$ cat src/rtl/dclk_align_pkg.sv
package dclk_align_pkg;
  localparam int CNT_W  = 5;
  localparam int MODE_W = 3;

  typedef logic [CNT_W-1:0] cnt_t;

  typedef enum logic [MODE_W-1:0] {
    MODE_X1   = 3'd0,
    MODE_X2   = 3'd1,
    MODE_X4   = 3'd2,
    MODE_X8   = 3'd3,
    MODE_X8ZS = 3'd4
  } mode_e;

  // Divider bit index for a mode code; undefined codes fall back to 1x.
  function automatic logic [2:0] mode_to_bit(input logic [MODE_W-1:0] m);
    logic [2:0] b;
    case (m)
      MODE_X2:   b = 3'd1;
      MODE_X4:   b = 3'd2;
      MODE_X8:   b = 3'd3;
      MODE_X8ZS: b = 3'd4;
      default:   b = 3'd0;
    endcase
    return b;
  endfunction

  // Value the free-running counter reaches on its own at the next edge.
  function automatic cnt_t cnt_step(input cnt_t c);
    return c - cnt_t'(1);
  endfunction
endpackage

$ cat src/rtl/sync_edge_pulse.sv
module sync_edge_pulse (
  input  logic clk,
  input  logic rst_n,
  input  logic sync_in,
  output logic pulse_o
);
  logic sync_d;
  logic rise_w;

  assign rise_w = sync_in & ~sync_d;

  always_ff @(posedge clk) begin
    if (!rst_n) begin
      sync_d  <= 1'b0;
      pulse_o <= 1'b0;
    end else begin
      sync_d  <= sync_in;
      pulse_o <= rise_w;
    end
  end


  single_pulse_chk: assert property (@(posedge clk) disable iff (!rst_n)
    pulse_o |=> !pulse_o);

  pulse_needs_level_chk: assert property (@(posedge clk) disable iff (!rst_n)
    pulse_o |-> sync_d);
endmodule

$ cat src/rtl/phase_divider.sv
module phase_divider
  import dclk_align_pkg::*;
(
  input  logic clk,
  input  logic rst_n,
  input  logic load_i,
  input  cnt_t offset_i,
  output cnt_t cnt_o,
  output logic jump_o
);
  cnt_t cnt_q;
  cnt_t natural_w;
  logic mismatch_w;
  logic jump_q;

  assign natural_w  = cnt_step(cnt_q);
  assign mismatch_w = load_i && (offset_i != natural_w);

  always_ff @(posedge clk) begin
    if (!rst_n) begin
      cnt_q  <= '0;
      jump_q <= 1'b0;
    end else begin
      cnt_q  <= load_i ? offset_i : natural_w;
      if (mismatch_w) jump_q <= 1'b1;
    end
  end

  assign cnt_o  = cnt_q;
  assign jump_o = jump_q;


  load_preset_chk: assert property (@(posedge clk) disable iff (!rst_n)
    load_i |=> cnt_q == $past(offset_i));

  free_run_chk: assert property (@(posedge clk) disable iff (!rst_n)
    !load_i |=> cnt_q == cnt_t'($past(cnt_q) - cnt_t'(1)));

  jump_sticky_chk: assert property (@(posedge clk) disable iff (!rst_n)
    jump_q |=> jump_q);

  no_false_jump_chk: assert property (@(posedge clk) disable iff (!rst_n)
    (!jump_q && !mismatch_w) |=> !jump_q);
endmodule

$ cat src/rtl/dclk_align_top.sv
module dclk_align_top
  import dclk_align_pkg::*;
(
  input  logic       clk,
  input  logic       rst_n,
  input  logic       sync_in,
  input  logic [4:0] offset,
  input  logic [2:0] mode,
  output logic       dclk,
  output logic       load_pulse,
  output logic       resync_jump
);
  logic pulse_w;
  cnt_t cnt_w;
  logic jump_w;

  sync_edge_pulse u_edge (
    .clk     (clk),
    .rst_n   (rst_n),
    .sync_in (sync_in),
    .pulse_o (pulse_w)
  );

  phase_divider u_div (
    .clk      (clk),
    .rst_n    (rst_n),
    .load_i   (pulse_w),
    .offset_i (offset),
    .cnt_o    (cnt_w),
    .jump_o   (jump_w)
  );

  assign dclk        = cnt_w[mode_to_bit(mode)];
  assign load_pulse  = pulse_w;
  assign resync_jump = jump_w;


  zero_offset_rise_chk: assert property (@(posedge clk) disable iff (!rst_n)
    (pulse_w && offset == 5'd0) |=> ##1 (rst_n ? dclk : 1'b1));
endmodule

$ cat config.mk
export PLATFORM = sky130hd
export DESIGN_NAME = dclk_align_top
export DESIGN_NICKNAME = d
export VERILOG_FILES = /design/src/rtl/dclk_align_pkg.sv /design/src/rtl/sync_edge_pulse.sv /design/src/rtl/phase_divider.sv /design/src/rtl/dclk_align_top.sv
export SDC_FILE = /design/constraint.sdc
export NUM_CORES = 1
export LEC_CHECK = 0
export BUFFER_PORTS_ARGS = -buffer_cell sky130_fd_sc_hd__buf_2
export CORE_AREA = 2 2 39 41
export CTS_CLUSTER_SIZE = 10
export DETAILED_ROUTE_END_ITERATION = 10
export DIE_AREA = 0 0 41 43
export MAX_ROUTING_LAYER = met4
export SYNTH_ARGS = -nofsm -noshare
export SYNTH_HDL_FRONTEND = slang
export SYNTH_HIERARCHICAL = 1
export SYNTH_SLANG_ARGS = --single-unit
$ cat constraint.sdc
create_clock -name clk -period 3.7 [get_ports clk]
set_clock_uncertainty 0.05 [all_clocks]
set_input_delay 0.37 -clock clk [delete_from_list [all_inputs] [get_ports clk]]
set_output_delay 0.37 -clock clk [all_outputs]
set_load 0.02 [all_outputs]
======== Word-level counts from Yosys, hierarchy flattened ========
Index checks and enable logic that the tools add are counted.
operators by class
  bitwise gates (word level) .............. 2
  order comparisons ....................... 1
  div/mod/pow operators ................... 0
  equal/unequal tests ..................... 5
  add/sub/neg operators ................... 1
  shifts and indexed selects .............. 0
  multiplexer cells ....................... 4
  multipliers ............................. 0
  reduce and logical (&&, ||, !) cells .... 1
operator list
  cell                 number
  $pmux 3 s4           1
  $eq 3x2->1 const B   2
  $mux 5               1
  $ne 5x5->1           1
  $sub 5x1->5 const B  1
  $lt 3x4->1 const B   1
  $bmux 1 s3           1
  $eq 3x1->1 const B   1
  $eq 3x3->1 const B   1
  $and 1x1->1          1
  $logic_and 1x1->1    1
  $mux 1               1
  $not 1->1            1
storage, ports and cells
  latch bits .............................. 0
  bits in read-only memories .............. 0
  input port bits ......................... 11
  output and inout port bits .............. 3
  word-level logic and storage cells ...... 18
  flip-flop bits (word level) ............. 8
  memories kept ........................... 0
  RAM bits ................................ 0

======== Depth between registers and ports, before layout ========
Gate-level depths: netlist (run 1).
  word-level depth ........................ 4
  depth in mapped cells ................... 5

======== By module ========
The synthesis (run 1) kept the hierarchy.
modules (own cells, without submodules)
  module           instances  area each (µm²)  cells an instance
  phase_divider    1          364.1            38
  sync_edge_pulse  1          55.1             4
  dclk_align_top   1          48.8             6

======== Worst setup path before layout (run 1) ========
OpenSTA, ideal clock, no wires.
  kind .................................... input to output
  start point ............................. input mode[1]
  end point ............................... output dclk
  stages .................................. 3
  setup slack ............................. 2231 ps
  buffers on the path ..................... 0
  arrival time ............................ 1049 ps
  cell sequence ........................... mux4_2 -> nand2_1 -> o21ai_1
between the ends
  cells in the longest elaborated chain, start to end .. 4
  elaborated cells on any way between the ends .. 7
  those cells by class .................... 4 x eq/ne; 3 x mux
ends and longest elaborated chain
  what                                line                  source
  start: declaration                  dclk_align_top.sv:8   input logic [2:0] mode,
  $eq 3x3->1 (tied with other cells)  dclk_align_pkg.sv:18  case (m)
  $pmux 3 s4 *                        dclk_align_pkg.sv:18
  $bmux 1 s3 *                        dclk_align_top.sv:33  assign dclk = cnt_w[mode_to_bit(mode)];
  $mux 1 (implied by the code) *      dclk_align_top.sv:33
  end: declaration                    dclk_align_top.sv:9   output logic dclk,
Mark *: on every way between the ends. The rest lies on a longest branch, timed or not. The select of a mux whose other input is x is not followed.

======== Final worst setup path (run 1) ========
  start point ............................. register u_div.cnt_q[0], in the netlist u_div/cnt_o[0]
  end point ............................... output dclk
between the ends
  cells in the longest elaborated chain, start to end .. 2
ends and longest elaborated chain
  what                          line                  source
  start: declaration            phase_divider.sv:11   cnt_t cnt_q;
  start signal: assignment      phase_divider.sv:24   cnt_q <= load_i ? offset_i : natural_w;
  $bmux 1 s3                    dclk_align_top.sv:33
  $mux 1 (implied by the code)  dclk_align_top.sv:33
No other way between the ends. The select of a mux whose other input is x is not followed.

==> results.json, run 1 <==
{
  "status": "finished clean",
  "cp_top_family": "multiplexers",
  "antenna_left": 0,
  "clk_pin_slew_ps": 60,
  "ctsResizeCount": 0,
  "finalCriticalPeriod_ps": 1785,
  "finalCritPeriodShare": 0.4825,
  "fillers": 141,
  "grt_pass1_wl_mm": 1.483,
  "drc": 0,
  "crit_arrival_ps": 1370,
  "num_rows": 14,
  "slowest_delay_ps": 470,
  "cap_viol_max_count": 0,
  "core_mm2": 0.001384,
  "numPortBuffers": 13,
  "area_delta_synth_final_pct": 22.19,
  "grt_pass1_vias": 382,
  "leakagePower_nw": 0.2758,
  "hold_viol": 0,
  "path_class": "reg -> out",
  "drtIter0Drc": 6,
  "via_count": 362,
  "ys_seq_elements": 8,
  "netlist_instances": 48,
  "reg2reg_from": "u_div/cnt_o[0]$_SDFF_PN0_",
  "start_util": 0.3382,
  "seqPwrFrac": 0.429,
  "netlist-cell-type-count": 21,
  "viasPerCell": 4.582,
  "combinationalPowerShare": 0.312,
  "pwr-share-clk": 0.259,
  "drt_wl_total_um": 876,
  "fmax_mhz": 560.2,
  "worstMarginPinSlew_ps": 356.9,
  "overflow": 0,
  "p_sw_frac": 0.3064,
  "drive_gt1_frac": 0.3016,
  "power.net_switching_uw": 80.28,
  "dieArea_mm2": 0.001763,
  "post_drt_wl_per_cell_um": 11.09,
  "num-nets-final": 77,
  "firstDrtPassIters": 4,
  "die_h_um": 43,
  "post-dp-hpwl_um": 672,
  "dieWidth_um": 41,
  "root_buffer": "clkbuf_4",
  "tritoncts": "done",
  "critical_path.cell_chain": "mux4_2 -> nand2_1 -> o21ai_1 -> buf_2",
  "worstHoldStart": "sync_in",
  "setup_slack_ps": 1915,
  "clk_latency_ps": 260,
  "worst-path-buf-inv": 1,
  "ir_drop_mv": 0.2185,
  "grt_setup_unrepaired": "no",
  "track_usage": 0.1302,
  "critPathLaunchType": "flop",
  "synthesis.nets": 60,
  "fin_setup_tns_ps": 0,
  "synth_xor_area_frac": 0.2193,
  "synth_area_um2": 467.9,
  "globalplace.congestion": 0.6864,
  "cts-buffers-inserted": 3,
  "drv_slew": 0,
  "synthAdderAreaFrac": 0.02674,
  "clock_path_buffers": 2,
  "setup_viol": 0,
  "final_cell_mix": "13 x buf_2, 8 x dfxtp_1, 5 x xnor2_1",
  "grt_antenna_before_repair": 0,
  "cp_max_fo": 6,
  "relSlewSlack": 0.7617,
  "synth-compound-area-share": 0.1096,
  "cp_slowest_cell": "mux4_2",
  "avgSynthCellArea_um2": 9.749,
  "synth_top_family_by_area": "XOR/XNOR gates",
  "muxShareOfSynthArea": 0.06952,
  "synth-simple-area-share": 0.2005,
  "worstPathRequired_ps": 3280,
  "p_int_uw": 181.7,
  "ios": 14,
  "pre_cts_ws_ps": 2046,
  "hp-class": "in -> reg",
  "yosysWarnings": 6,
  "grt_max_degree": 13,
  "cts_setup_buffers": 0,
  "setup.worst_path.start": "u_div/cnt_o[0]$_SDFF_PN0_",
  "cts.sinks": 8,
  "power_density_mw_per_mm2": 458.2,
  "cts_hold_buf": 0,
  "num_antenna_cells": 0,
  "layout_commonest_cell": "buf_2",
  "cp-end-kind": "output port",
  "htreeDepth": 1,
  "seq_area_frac_synth": 0.3422
}
flip-flops by register name (all words and copies together), names as in the netlist:
signal,count
u_div/cnt_o,5
u_div/jump_o,1
u_edge/pulse_o,1
u_edge/sync_d,1
per-layer routing:
metal | share of wire | vias up | track usage
li1 | - | 194 | -
met2 | 0.47 | 10 | 0.1969
met1 | 0.46 | 158 | 0.1368
met4 | 0 | 0 | 0.04000
met5 | 0 | - | -
met3 | 0.063 | 0 | 0.07853
synth_stat cells:
library cell	count	area, µm²
nor3b_2	1	12.51
nand2b_1	2	12.51
nor2_1	1	3.750
a31oi_1	1	6.260
clkbuf_1	1	3.750
and2_1	4	25.02
nor4_1	1	6.260
ha_1	1	12.51
mux4_2	1	22.52
nand2_1	4	15.01
inv_1	3	11.26
xnor2_1	5	43.79
nor3_2	1	10.01
xor2_1	4	35.03
o21ai_0	4	20.02
dfxtp_1	8	160.2
xor3_1	1	23.77
o21ai_1	1	5.000
o211a_1	2	20.02
mux2i_1	1	10.01
and3b_1	1	8.760
stage by stage:
step	cells	hold slack (ps)	power [mW]	utilization	area (µm²)
after floorplan	48	433.4	0.1747	-	467.9
after global placement	76	437.9	0.1938	0.3969	549.3
after detailed placement	76	465.5	0.1959	0.3969	549.3
after CTS	79	276.5	0.2650	0.4132	571.8
after global routing	79	300.6	0.2803	0.4132	571.8
final	79	283.2	0.2620	0.4132	571.8
power groups by stage:
stage,Combinational (mW),Sequential [mW],Clock (mW)
after floorplan,0.0634,0.111,0
after global placement,0.0804,0.113,0
after detailed placement,0.0814,0.115,0
after CTS,0.0820,0.113,0.0703
after global routing,0.0904,0.114,0.0756
final,0.0818,0.112,0.0678
worst register-to-register path, stage by stage, from the launching register on:
cell and delay (ps):
dfxtp_1 440, inv_1 70, ha_1 320, xnor2_1 140, nor4_1 220, a31oi_1 120
cell type report:
cell class	count	area [µm²]	share of cell area
Sequential cell	8	160.2	0.2801
Inverter	3	11.26	0.01969
Multi-Input combinational cell	36	292.8	0.5120
Tap cell	16	20.02	0.03501
Timing Repair Buffer	13	65.06	0.1138
Clock buffer	3	22.52	0.03939
cell families (layout without fill, tap and decap cells):
family | Yosys count | after routing
compound gates | 8 | 8
fa+ha+maj | 1 | 1
simple gates | 15 | 15
xor+xnor | 10 | 10
buf+inv | 4 | 19
mux | 2 | 2
flops | 8 | 8
worst paths after layout:
| path | depth (start not counted) | endpoint | slack, ps |
|---|---|---|---|
| max | 4 | dclk | 1910 |
| min | 2 | u_edge/sync_d$_SDFF_PN0_ | 280 |
| max reg2reg | 5 | u_div/jump_o$_SDFFE_PN0P_ | 2210 |
| min reg2reg | 1 | u_edge/pulse_o$_SDFF_PN0_ | 470 |
(Power assumes the default switching activity.)
==> run 2, diff against run 1 <==
- ABC_AREA: default -> 1
- PLACE_DENSITY: default -> 0.66
- clock period: 3.7 -> 1.5 ns (I/O delays scaled with it)
==> run 2 against run 1 <==
Final cell count rose by 56%; sequential share of layout area fell by 3.3 points; clock power increased by 140%; first-iteration DRC count is 50% higher; wire length grew 14%; combinational power rose to 2.5 times the previous value; count of clock-buffer cells in the layout stayed put; via count increased by 55%.
==> results.json, run 2 <==
{
  "status": "finished clean",
  "largest_register_ff_count": 5,
  "clk_latency_ps": 250,
  "cts-buffers-inserted": 3,
  "m1WireLength_um": 468,
  "fin_util": 0.4756,
  "holdPathStages": 3,
  "num-nets-final": 121,
  "grt_antenna_before_repair": 0,
  "post-dp-hpwl_um": 801,
  "drive_gt1_frac": 0.2897,
  "start_util": 0.3879,
  "post-route-cell-area_um2": 658.1,
  "avgSynthCellArea_um2": 5.899,
  "layout_commonest_cell": "nand2_1",
  "cpMostUsedCell": "nand2_1",
  "cts_hold_buf": 0,
  "drt_wl_total_mm": 1.001,
  "synth_most_common_cell": "nand2_1",
  "clock_path_buffers": 2,
  "worstMarginPinSlew_ps": 331.8,
  "post_drt_wl_per_cell_um": 8.138,
  "finalCriticalPeriod_ps": 1391,
  "crit_cells": 11,
  "worstPathRequired_ps": 1590,
  "ys_seq_elements": 8,
  "power_density_mw_per_mm2": 952.1,
  "numPortBuffers": 13,
  "slowest_delay_ps": 330,
  "p_int_uw": 416.3,
  "combinationalPowerShare": 0.331,
  "drv_slew": 0,
  "htreeDepth": 1,
  "viasPerCell": 4.569,
  "cap_viol_max_count": 0,
  "grt_pass1_vias": 440,
  "num_rows": 14,
  "seq_area_frac_synth": 0.2984,
  "yosys.area.top_type": "dfxtp_1",
  "num_antenna_cells": 0,
  "netlist.area_leader.share": 0.2984,
  "cts_setup_buffers": 0,
  "pwr-share-clk": 0.257,
  "ir_drop_mv": 0.4389,
  "globalplace.congestion": 0.7149,
  "hold_viol": 0,
  "yosysWarnings": 6,
  "setup_viol": 0,
  "critPathLaunchType": "flop",
  "fmax_mhz": 719.0,
  "grt_pass1_wl_mm": 1.593,
  "die_h_um": 43,
  "wl_met2_um": 457,
  "via_count": 562,
  "fillers": 141,
  "dieArea_mm2": 0.001763,
  "netlist-cell-type-count": 15,
  "synthFlopType": "dfxtp_1",
  "synthArstFlopShare": 0,
  "synth_commonest_cells": "31 x nand2_1, 19 x inv_1, 8 x dfxtp_1",
  "cp_max_fo": 3,
  "netlist_instances": 91,
  "p_sw_frac": 0.3357,
  "area_delta_synth_final_pct": 22.61,
  "reg2reg_from": "u_div/cnt_o[0]$_SDFF_PN0_",
  "tritoncts": "done",
  "grt_max_degree": 13,
  "root_buffer": "clkbuf_4",
  "crit_arrival_ps": 1480,
  "power.net_switching_uw": 210.3,
  "synthesis.nets": 103,
  "seqPwrFrac": 0.412,
  "grt_setup_unrepaired": "yes",
  "cp_top_family": "simple AND/OR/NAND/NOR gates",
  "cp_slowest_cell": "dfxtp_2",
  "synth_area_um2": 536.8,
  "post_dp_cell_area_um2": 618.1,
  "power_uw": 626.6,
  "leakagePower_nw": 0.3826,
  "hp-class": "in -> reg",
  "drc": 0,
  "post-place-cells": 120,
  "ios": 14,
  "critical_path.cell_chain": "inv_2 -> ha_4 -> inv_2 -> nand2_2 -> nand2_1 -> nor2_1 -> nand2_1 -> nor2_1 -> nand3_1 -> nand2_1 -> a21oi_2",
  "antenna_left": 0,
  "wl_met3_um": 57,
  "worst-path-buf-inv": 2,
  "relSlewSlack": 0.7785,
  "synth_area_leaders": "dfxtp_1 30%, nand2_1 22%, inv_1 13%",
  "cp-end-kind": "flop",
  "cts.sinks": 8,
  "final_cell_mix": "30 x nand2_1, 16 x inv_1, 13 x buf_2",
  "drtIter0Drc": 9,
  "core_mm2": 0.001384,
  "instances_no_fill": 123,
  "clk_pin_slew_ps": 50,
  "track_usage": 0.1390,
  "path_class": "reg -> reg",
  "finalCritPeriodShare": 0.9272,
  "dieWidth_um": 41,
  "highest_layer": "met4",
  "firstDrtPassIters": 4,
  "overflow": 0,
  "worstHoldStart": "sync_in",
  "setup.worst_path.start": "u_div/cnt_o[0]$_SDFF_PN0_",
  "reg2reg_depth": 11,
  "ctsResizeCount": 0,
  "synth_edf_count": 0
}
## run 2: cell count changes after synthesis, sizes merged, moves of 4 or more
cell,change
xor2,-4
a21oi,+7
nor2,+6
xnor2,-5
nand3,+6
inv,+18
and2,-4
nand2,+28
## run 2: metal layers
metal / GRT usage / vias up
met1: 0.1452 / 238
met3: 0.03141 / 2
li1: - / 308
met4: 0.1200 / 0
met2: 0.2063 / 14
met5: - / -
## run 2: worst register-to-register path: cells and delay by family (launching register included)
kind            cells  cell delay (ps)
simple gates        7              500
fa+ha+maj           1              260
buf+inv             2               90
flops               1              330
compound gates      1               50
## run 2: cell type report
| type | instances | area, µm² | share of cell area |
|---|---|---|---|
| timing repair buffer | 14 | 72.57 | 0.1103 |
| inverter | 21 | 81.33 | 0.1236 |
| clock buffer | 3 | 22.52 | 0.03422 |
| multi-input combinational | 61 | 299.0 | 0.4544 |
| sequential | 8 | 162.7 | 0.2471 |
| tap | 16 | 20.02 | 0.03042 |
## run 2: kinds of logic after synthesis
group / synth area share
DFF: 0.2984
buffers and inverters: 0.1725
adders and majority gates: 0.02331
and+or+nand+nor: 0.3706
AOI/OAI and AO/OA: 0.1352
## run 2: final timing paths
path                          endpoint  slack [ps]
max          u_div/jump_o$_SDFFE_PN0P_         110
min           u_edge/sync_d$_SDFF_PN0_          70
max reg2reg  u_div/jump_o$_SDFFE_PN0P_         110
min reg2reg  u_edge/pulse_o$_SDFF_PN0_         350
## run 2: through the flow
stage | TNS (ps) | hold WS [ps] | worst slack (ps)
global placement | 0 | 319.8 | 31.07
floorplan | 0 | 227.1 | 148.6
global route | -15.57 | 62.32 | -15.57
finish | 0 | 65.72 | 109.2
detailed placement | 0 | 320.7 | 21.17
CTS | 0 | 55.42 | 10.12
## run 2: power by group through the flow
stage	clock (mW)	sequential (mW)	combinational, mW
global placement	0	0.260	0.189
CTS	0.170	0.256	0.193
global route	0.181	0.262	0.238
floorplan	0	0.258	0.144
detailed placement	0	0.260	0.193
finish	0.161	0.258	0.207
